<file path="src/rtl/mesi_pkg.sv">
package mesi_pkg;

    typedef enum logic [1:0] {
        ST_I = 2'b00,
        ST_S = 2'b01,
        ST_E = 2'b10,
        ST_M = 2'b11
    } line_state_e;

    typedef enum logic [1:0] {
        OP_NONE = 2'b00,
        OP_RD   = 2'b01,
        OP_RDX  = 2'b10,
        OP_WB   = 2'b11
    } bus_op_e;

    typedef enum logic [1:0] {
        FSM_IDLE = 2'b00,
        FSM_WB   = 2'b01,
        FSM_REQ  = 2'b10
    } ctl_fsm_e;

endpackage

</file>
<file path="src/rtl/mesi_snoop_unit.sv">
module mesi_snoop_unit
    import mesi_pkg::*;
#(
    parameter int ADDR_W = 12,
    parameter int IDX_W  = 3
) (
    input  logic                               snp_valid,
    input  logic [1:0]                         snp_op,
    input  logic [ADDR_W-1:0]                  snp_addr,
    input  logic [(1<<IDX_W)-1:0][1:0]         st_q,
    input  logic [(1<<IDX_W)-1:0][ADDR_W-IDX_W-1:0] tag_q,
    output logic                               upd_en,
    output logic [IDX_W-1:0]                   upd_idx,
    output logic [1:0]                         upd_state,
    output logic                               snp_shared,
    output logic                               snp_supply,
    output logic                               snp_flush
);
    localparam int TAG_W = ADDR_W - IDX_W;

    logic [IDX_W-1:0] s_idx;
    logic [TAG_W-1:0] s_tag;
    line_state_e      cur;
    logic             hit;
    logic             owner;

    assign s_idx = snp_addr[IDX_W-1:0];
    assign s_tag = snp_addr[ADDR_W-1:IDX_W];
    assign cur   = line_state_e'(st_q[s_idx]);
    assign hit   = snp_valid && (cur != ST_I) && (tag_q[s_idx] == s_tag);
    assign owner = (cur == ST_E) || (cur == ST_M);
    assign upd_idx = s_idx;

    always_comb begin
        upd_en     = 1'b0;
        upd_state  = ST_I;
        snp_shared = 1'b0;
        snp_supply = 1'b0;
        snp_flush  = 1'b0;
        if (hit) begin
            unique case (bus_op_e'(snp_op))
                OP_RD: begin
                    snp_shared = 1'b1;
                    snp_supply = owner;
                    snp_flush  = (cur == ST_M);
                    upd_en     = (cur != ST_S);
                    upd_state  = ST_S;
                end
                OP_RDX: begin
                    snp_supply = owner;
                    snp_flush  = (cur == ST_M);
                    upd_en     = 1'b1;
                    upd_state  = ST_I;
                end
                default: begin
                    upd_en = 1'b0;
                end
            endcase
        end
    end

endmodule

</file>
<file path="src/rtl/mesi_line_store.sv">
module mesi_line_store
    import mesi_pkg::*;
#(
    parameter int ADDR_W = 12,
    parameter int IDX_W  = 3
) (
    input  logic                               clk,
    input  logic                               rst_n,
    input  logic                               snp_upd_en,
    input  logic [IDX_W-1:0]                   snp_upd_idx,
    input  logic [1:0]                         snp_upd_state,
    input  logic                               loc_upd_en,
    input  logic [IDX_W-1:0]                   loc_idx,
    input  logic [1:0]                         loc_state,
    input  logic                               loc_tag_we,
    input  logic [ADDR_W-IDX_W-1:0]            loc_tag,
    output logic [(1<<IDX_W)-1:0][1:0]         st_q,
    output logic [(1<<IDX_W)-1:0][ADDR_W-IDX_W-1:0] tag_q
);
    localparam int TAG_W     = ADDR_W - IDX_W;
    localparam int NUM_LINES = 1 << IDX_W;

    typedef struct packed {
        logic [1:0]       st;
        logic [TAG_W-1:0] tag;
    } line_t;

    for (genvar i = 0; i < NUM_LINES; i++) begin : g_line
        line_t ln_d, ln_q;

        // Local update was computed from the post-snoop view, so it wins.
        always_comb begin
            ln_d = ln_q;
            if (loc_upd_en && (loc_idx == IDX_W'(i))) begin
                ln_d.st = loc_state;
                if (loc_tag_we) begin
                    ln_d.tag = loc_tag;
                end
            end else if (snp_upd_en && (snp_upd_idx == IDX_W'(i))) begin
                ln_d.st = snp_upd_state;
            end
        end

        always_ff @(posedge clk) begin
            if (!rst_n) begin
                ln_q <= '{st: ST_I, tag: '0};
            end else begin
                ln_q <= ln_d;
            end
        end

        assign st_q[i]  = ln_q.st;
        assign tag_q[i] = ln_q.tag;
    end

endmodule

</file>
<file path="src/rtl/mesi_req_ctrl.sv">
module mesi_req_ctrl
    import mesi_pkg::*;
#(
    parameter int ADDR_W = 12,
    parameter int IDX_W  = 3
) (
    input  logic                               clk,
    input  logic                               rst_n,
    input  logic                               cpu_req_valid,
    input  logic                               cpu_req_write,
    input  logic [ADDR_W-1:0]                  cpu_req_addr,
    output logic                               cpu_req_ready,
    output logic                               cpu_resp_valid,
    output logic                               bus_req_valid,
    output logic [1:0]                         bus_req_op,
    output logic [ADDR_W-1:0]                  bus_req_addr,
    input  logic                               bus_grant,
    input  logic                               bus_shared_in,
    input  logic                               snp_upd_en,
    input  logic [IDX_W-1:0]                   snp_upd_idx,
    input  logic [1:0]                         snp_upd_state,
    input  logic [(1<<IDX_W)-1:0][1:0]         st_q,
    input  logic [(1<<IDX_W)-1:0][ADDR_W-IDX_W-1:0] tag_q,
    output logic                               loc_upd_en,
    output logic [IDX_W-1:0]                   loc_idx,
    output logic [1:0]                         loc_state,
    output logic                               loc_tag_we,
    output logic [ADDR_W-IDX_W-1:0]            loc_tag
);
    localparam int TAG_W     = ADDR_W - IDX_W;
    localparam int NUM_LINES = 1 << IDX_W;

    typedef struct packed {
        ctl_fsm_e          fsm;
        logic              wr;
        logic [ADDR_W-1:0] addr;
        logic [TAG_W-1:0]  vtag;
        logic              resp;
    } ctl_t;

    ctl_t ctl_d, ctl_q;

    logic [NUM_LINES-1:0][1:0] post_st;
    logic [IDX_W-1:0]          r_idx;
    logic [TAG_W-1:0]          r_tag;
    line_state_e               r_cur;
    logic                      r_hit;
    logic [IDX_W-1:0]          p_idx;
    logic [TAG_W-1:0]          p_tag;
    logic                      wb_live;

    // Snoop effect applied before any local decision (same-cycle ordering).
    always_comb begin
        post_st = st_q;
        if (snp_upd_en) begin
            post_st[snp_upd_idx] = snp_upd_state;
        end
    end

    assign r_idx   = cpu_req_addr[IDX_W-1:0];
    assign r_tag   = cpu_req_addr[ADDR_W-1:IDX_W];
    assign r_cur   = line_state_e'(post_st[r_idx]);
    assign r_hit   = (r_cur != ST_I) && (tag_q[r_idx] == r_tag);
    assign p_idx   = ctl_q.addr[IDX_W-1:0];
    assign p_tag   = ctl_q.addr[ADDR_W-1:IDX_W];
    assign wb_live = (line_state_e'(st_q[p_idx]) == ST_M) && (tag_q[p_idx] == ctl_q.vtag);

    always_comb begin
        ctl_d         = ctl_q;
        ctl_d.resp    = 1'b0;
        cpu_req_ready = 1'b0;
        bus_req_valid = 1'b0;
        bus_req_op    = OP_NONE;
        bus_req_addr  = '0;
        loc_upd_en    = 1'b0;
        loc_idx       = r_idx;
        loc_state     = ST_I;
        loc_tag_we    = 1'b0;
        loc_tag       = p_tag;

        unique case (ctl_q.fsm)
            FSM_IDLE: begin
                cpu_req_ready = 1'b1;
                if (cpu_req_valid) begin
                    if (r_hit && !cpu_req_write) begin
                        ctl_d.resp = 1'b1;
                    end else if (r_hit && (r_cur == ST_E || r_cur == ST_M)) begin
                        loc_upd_en = 1'b1;
                        loc_state  = ST_M;
                        ctl_d.resp = 1'b1;
                    end else begin
                        ctl_d.addr = cpu_req_addr;
                        ctl_d.wr   = cpu_req_write;
                        ctl_d.vtag = tag_q[r_idx];
                        ctl_d.fsm  = (!r_hit && r_cur == ST_M) ? FSM_WB : FSM_REQ;
                    end
                end
            end
            FSM_WB: begin
                bus_req_valid = wb_live;
                bus_req_op    = OP_WB;
                bus_req_addr  = {ctl_q.vtag, p_idx};
                if (!wb_live) begin
                    ctl_d.fsm = FSM_REQ;
                end else if (bus_grant) begin
                    loc_upd_en = 1'b1;
                    loc_idx    = p_idx;
                    loc_state  = ST_I;
                    ctl_d.fsm  = FSM_REQ;
                end
            end
            FSM_REQ: begin
                bus_req_valid = 1'b1;
                bus_req_op    = ctl_q.wr ? OP_RDX : OP_RD;
                bus_req_addr  = ctl_q.addr;
                if (bus_grant) begin
                    loc_upd_en = 1'b1;
                    loc_idx    = p_idx;
                    loc_tag_we = 1'b1;
                    loc_tag    = p_tag;
                    if (ctl_q.wr) begin
                        loc_state = ST_M;
                    end else begin
                        loc_state = bus_shared_in ? ST_S : ST_E;
                    end
                    ctl_d.resp = 1'b1;
                    ctl_d.fsm  = FSM_IDLE;
                end
            end
            default: begin
                ctl_d.fsm = FSM_IDLE;
            end
        endcase
    end

    always_ff @(posedge clk) begin
        if (!rst_n) begin
            ctl_q <= '{fsm: FSM_IDLE, wr: 1'b0, addr: '0, vtag: '0, resp: 1'b0};
        end else begin
            ctl_q <= ctl_d;
        end
    end

    assign cpu_resp_valid = ctl_q.resp;

endmodule

</file>
<file path="src/rtl/mesi_line_ctrl.sv">
module mesi_line_ctrl
    import mesi_pkg::*;
#(
    parameter int ADDR_W = 12,
    parameter int IDX_W  = 3
) (
    input  logic              clk,
    input  logic              rst_n,
    input  logic              cpu_req_valid,
    input  logic              cpu_req_write,
    input  logic [ADDR_W-1:0] cpu_req_addr,
    output logic              cpu_req_ready,
    output logic              cpu_resp_valid,
    output logic              bus_req_valid,
    output logic [1:0]        bus_req_op,
    output logic [ADDR_W-1:0] bus_req_addr,
    input  logic              bus_grant,
    input  logic              bus_shared_in,
    input  logic              snp_valid,
    input  logic [1:0]        snp_op,
    input  logic [ADDR_W-1:0] snp_addr,
    output logic              snp_shared,
    output logic              snp_supply,
    output logic              snp_flush
);
    localparam int TAG_W     = ADDR_W - IDX_W;
    localparam int NUM_LINES = 1 << IDX_W;

    logic [NUM_LINES-1:0][1:0]       st_q;
    logic [NUM_LINES-1:0][TAG_W-1:0] tag_q;
    logic                            s_upd_en;
    logic [IDX_W-1:0]                s_upd_idx;
    logic [1:0]                      s_upd_state;
    logic                            l_upd_en;
    logic [IDX_W-1:0]                l_idx;
    logic [1:0]                      l_state;
    logic                            l_tag_we;
    logic [TAG_W-1:0]                l_tag;

    mesi_snoop_unit #(.ADDR_W(ADDR_W), .IDX_W(IDX_W)) snoop_i (
        .snp_valid  (snp_valid),
        .snp_op     (snp_op),
        .snp_addr   (snp_addr),
        .st_q       (st_q),
        .tag_q      (tag_q),
        .upd_en     (s_upd_en),
        .upd_idx    (s_upd_idx),
        .upd_state  (s_upd_state),
        .snp_shared (snp_shared),
        .snp_supply (snp_supply),
        .snp_flush  (snp_flush)
    );

    mesi_req_ctrl #(.ADDR_W(ADDR_W), .IDX_W(IDX_W)) ctrl_i (
        .clk            (clk),
        .rst_n          (rst_n),
        .cpu_req_valid  (cpu_req_valid),
        .cpu_req_write  (cpu_req_write),
        .cpu_req_addr   (cpu_req_addr),
        .cpu_req_ready  (cpu_req_ready),
        .cpu_resp_valid (cpu_resp_valid),
        .bus_req_valid  (bus_req_valid),
        .bus_req_op     (bus_req_op),
        .bus_req_addr   (bus_req_addr),
        .bus_grant      (bus_grant),
        .bus_shared_in  (bus_shared_in),
        .snp_upd_en     (s_upd_en),
        .snp_upd_idx    (s_upd_idx),
        .snp_upd_state  (s_upd_state),
        .st_q           (st_q),
        .tag_q          (tag_q),
        .loc_upd_en     (l_upd_en),
        .loc_idx        (l_idx),
        .loc_state      (l_state),
        .loc_tag_we     (l_tag_we),
        .loc_tag        (l_tag)
    );

    mesi_line_store #(.ADDR_W(ADDR_W), .IDX_W(IDX_W)) store_i (
        .clk           (clk),
        .rst_n         (rst_n),
        .snp_upd_en    (s_upd_en),
        .snp_upd_idx   (s_upd_idx),
        .snp_upd_state (s_upd_state),
        .loc_upd_en    (l_upd_en),
        .loc_idx       (l_idx),
        .loc_state     (l_state),
        .loc_tag_we    (l_tag_we),
        .loc_tag       (l_tag),
        .st_q          (st_q),
        .tag_q         (tag_q)
    );

endmodule

</file>
<file path="config.mk">
export PLATFORM = sky130hd
export DESIGN_NAME = mesi_line_ctrl
export DESIGN_NICKNAME = d
export VERILOG_FILES = /design/src/rtl/mesi_pkg.sv /design/src/rtl/mesi_snoop_unit.sv /design/src/rtl/mesi_line_store.sv /design/src/rtl/mesi_req_ctrl.sv /design/src/rtl/mesi_line_ctrl.sv
export SDC_FILE = /design/constraint.sdc
export NUM_CORES = 1
export LEC_CHECK = 0
export BUFFER_PORTS_ARGS = -buffer_cell sky130_fd_sc_hd__buf_2
export CAP_MARGIN = 10
export CORE_UTILIZATION = 62
export CTS_CLUSTER_SIZE = 25
export DETAILED_ROUTE_END_ITERATION = 7
export PLACE_DENSITY = 0.79
export SYNTH_ARGS = -nofsm -noshare
export SYNTH_HDL_FRONTEND = slang
export SYNTH_SLANG_ARGS = --single-unit
</file>
<file path="constraint.sdc">
create_clock -name clk -period 5.2 [get_ports clk]
set_input_delay 0.26 -clock clk [delete_from_list [all_inputs] [get_ports clk]]
set_output_delay 0.26 -clock clk [all_outputs]
set_load 0.05 [all_outputs]
</file>
==> results by stage <==
Clock network:
- After clock tree synthesis, the clock-pin slew on the worst setup and hold paths is 50 ps.
- TritonCTS created 17 clock buffers.
- CTS built an H-tree with a depth of 4.
- The root buffer cell chosen for the clock tree is sky130_fd_sc_hd__clkbuf_16.
- The hold buffer count at cts is 0.
- The clock tree from TritonCTS is built.
- The maximum clock insertion buffer count is 2.
- CTS saw 113 sinks.
- Post-CTS repair changed the size of 0 cells.
- The clock latency reported for the late side of the worst-skew pair is 430 ps.
- Once the clock tree was built, the setup fixing pass inserted 0 buffers.

Worst setup path:
- The worst setup path is captured at a flip-flop.
- The largest driver fanout on the critical path is 25.
- The capturing element of the worst setup path is ctrl_i.ctl_q[23].
- The slack of the worst reg-to-reg path is 600 ps.
- The data required time at the worst endpoint is 5500 ps.
- In this run the critical register-to-register path is launched from ctrl_i.ctl_q[10].
- STA classifies the critical path startpoint as a primary input.
- The worst reg-to-reg path cell count is 11.
- The reg-to-reg critical path endpoint is store_i.tag_q[19].
- The most critical setup path has its startpoint at snp_addr[2].
- The arrival time reported for the critical path endpoint is 4920 ps.
- The worst setup path is of the primary input to flip-flop kind.

Logic synthesis:
- The mapped netlist covers 7850 µm².
- The Yosys step of the flow raised 0 warnings.
- The fraction of synthesis flops using an asynchronous set or reset pin is 0.
- The mean cell area of the mapped netlist is 9.20 µm².
- The most used flip-flop cell after synthesis is sky130_fd_sc_hd__dfxtp_1.
- By area the synthesized netlist is led by sky130_fd_sc_hd__dfxtp_1 29%, sky130_fd_sc_hd__mux2i_1 17%, sky130_fd_sc_hd__mux4_2 11%.
- The most common cell in the synthesized netlist is sky130_fd_sc_hd__mux2i_1.
- The share of synthesized area occupied by flip-flops and latches is 0.288.
- The synthesized design contains 113 register bits.
- The synthesized design contains 0 enable-type register cells.
- Synthesis produced a netlist whose cell count is 853.
- The number of library cell types mapped by synthesis is 77.
- The biggest area consumer among synthesized cells is sky130_fd_sc_hd__dfxtp_1.
- When the netlist entered floorplanning its net count stood at 892.
- The area fraction of the dominant cell type after synthesis is 0.288.
- The commonest cells after synthesis are 137 x sky130_fd_sc_hd__mux2i_1, 113 x sky130_fd_sc_hd__dfxtp_1, 100 x sky130_fd_sc_hd__nor2_1.

Outcome:
- The run finished with clean final reports.

STA:
- The final worst clock skew is 8.14 ps.
- The final max-slew violation count came to 0.
- Setup repair after global routing left no endpoint under its margin.
- The final hold violation count is 0.
- Hold is met by 169 ps.
- The slew at the pin with the worst max-slew slack is 982 ps.
- The minimum clock period is 4620 ps.
- Setup violations remaining at the end of the flow were counted as 0.
- In this run the tightest slew margin relative to its limit is 0.345.
- Derived from the worst setup path, the maximum achievable clock frequency is 216 MHz.
- In the final timing run, aggregate negative setup slack is 0 ps.
- In the finished design, the share of the clock period the worst path needs comes to 0.889.

Pwr:
- In this run the static leakage power is 3.59 nW.
- Dividing total power by cell area gives a power density of 285 nW/µm².
- The worst-case IR drop observed on VDD is 0.000243 V.

Layout:
- The antenna diode instance count is 0.
- The layout has 921 filler cells.
- After routing the design area is 8720 µm².
- From synthesis to final layout, the design area changed by 11.1%.
- The share of layout cells above drive strength 1 is 0.187.
- After the last flow step, the layout net total stands at 907.
- The final core area utilization is 0.717.

Floorplan:
- The die extent in x is 115 µm.
- The floorplan step defined a core boundary enclosing 12200 µm².
- The die covers 13100 µm².
- The effective utilization at floorplan is 0.645.
- The number of I/O pins is 53.
- The number of placement rows is 40.
- In this run the vertical extent of the chip is 115 µm.

Global route:
- The largest net degree at the start of global routing is 64.
- The global routing usage summed across all routing layers is 0.385.
- The first-pass GRT wire length is 37.9 mm.
- The via count of the first global-routing pass is 6984.
- The total overflow left after global routing is 0.
- The initial antenna violation count is 0.

Placed design:
- The sum of net half-perimeters after detailed placement is 16.8 mm.
- The placed instance area is 8180 µm².
- The last weighted congestion value of the routability-driven placer is 0.959.
- The port buffer count is 52.

Detailed routing:
- The aggregate routed wire length is 24.4 mm.
- The wire length per cell after detailed routing is 23.3 µm.
- The post-detailed-route via-to-cell ratio is 6.91.
- The post-route antenna net violation count is 0.
- The count of routing violations after the opening detailed-route iteration is 1067.
- The first TritonRoute pass finished after 8 iterations.
- The post-detailed-route DRC marker count is 0.
- Across all layers, the routed design uses 7234 vias.

Worst hold path:
- The worst hold path belongs to the class primary input to flip-flop.

Job:
- Across the run, the number of max-cap violations was 0.
## flip-flops by register name, summed over array words and instances, names as in the netlist
signal and flops:
store_i.st_q 16, ctrl_i.ctl_q 24, store_i.tag_q 72, ctrl_i.cpu_resp_valid 1
## critical path, cell delays in order
cell and delay [ps]:
sky130_fd_sc_hd__buf_2 250, sky130_fd_sc_hd__nor2_1 620, sky130_fd_sc_hd__a22oi_1 230, sky130_fd_sc_hd__a21oi_1 190, sky130_fd_sc_hd__o22ai_1 120, sky130_fd_sc_hd__or4_4 690, sky130_fd_sc_hd__or4b_1 660, sky130_fd_sc_hd__a311o_1 400
sky130_fd_sc_hd__a32oi_2 390, sky130_fd_sc_hd__o31a_2 580, sky130_fd_sc_hd__a21oi_1 130, sky130_fd_sc_hd__or3_1 380
## power by group
part / internal (W) / switching, W
clock: 0.000684 / 0.000402
sequential: 0.000895 / 0.0000713
combinational: 0.000164 / 0.000267
## kinds of logic (layout without fill, tap and decap cells)
family | after synthesis | in the layout | share of synthesized area
AOI/OAI and AO/OA | 148 | 148 | 0.143
xor gates and xnor gates | 22 | 22 | 0.0246
adders and majority gates | 6 | 6 | 0.00957
buffers and inverters | 100 | 126 | 0.0548
DFF | 113 | 113 | 0.288
muxes | 192 | 192 | 0.307
and+or+nand+nor | 272 | 272 | 0.173
## routing by layer
| layer | part of all wire | wire [µm] | global-route usage |
|---|---|---|---|
| met5 | 0 | 0 | 0 |
| met4 | 0.033 | 813 | 0.150 |
| met2 | 0.46 | 11100 | 0.599 |
| met3 | 0.12 | 2820 | 0.123 |
| met1 | 0.40 | 9680 | 0.497 |
## metrics by stage
stage                     power [W]  instances  setup WS [ps]
after floorplan             0.00128        853           1120
after global placement      0.00138       1017            382
after detailed placement    0.00140       1017            257
after CTS                   0.00247       1047            654
after global routing        0.00256       1047            374
final                       0.00248       1047            579
## final cells by class
type | count | area (µm²) | share of cell area
Tap cell | 168 | 210 | 0.0241
Multi-Input combinational cell | 640 | 5170 | 0.593
Inverter | 20 | 75.1 | 0.00861
Timing Repair Buffer | 76 | 465 | 0.0534
Clock buffer | 24 | 482 | 0.0553
Sequential cell | 113 | 2260 | 0.259
Clock inverter | 6 | 57.6 | 0.00660
## cell usage in the layout, fill, tap and decap left out, drive strengths merged, types with 22 or more instances in the layout
master	synthesis	final
nor2	100	100
nand3	56	56
dfxtp	113	113
clkbuf	55	24
mux2i	137	137
o211ai	23	23
mux4	37	37
a22oi	22	22
nand2	29	29
buf	25	76
## how the worst min path moves through the flow
stage | depth (start not counted) | slack, ps | endpoint | from
after floorplan | 2 | 450 | ctrl_i.ctl_q[13] | cpu_req_addr[3]
after global placement | 2 | 500 | store_i.st_q[9] | store_i.st_q[9]
after detailed placement | 2 | 510 | store_i.st_q[11] | store_i.st_q[11]
after CTS | 3 | 170 | ctrl_i.ctl_q[21] | cpu_req_addr[11]
after global routing | 3 | 170 | ctrl_i.ctl_q[13] | cpu_req_addr[3]
final | 3 | 170 | ctrl_i.ctl_q[19] | cpu_req_addr[9]
Power figures use the tool's default switching activity.
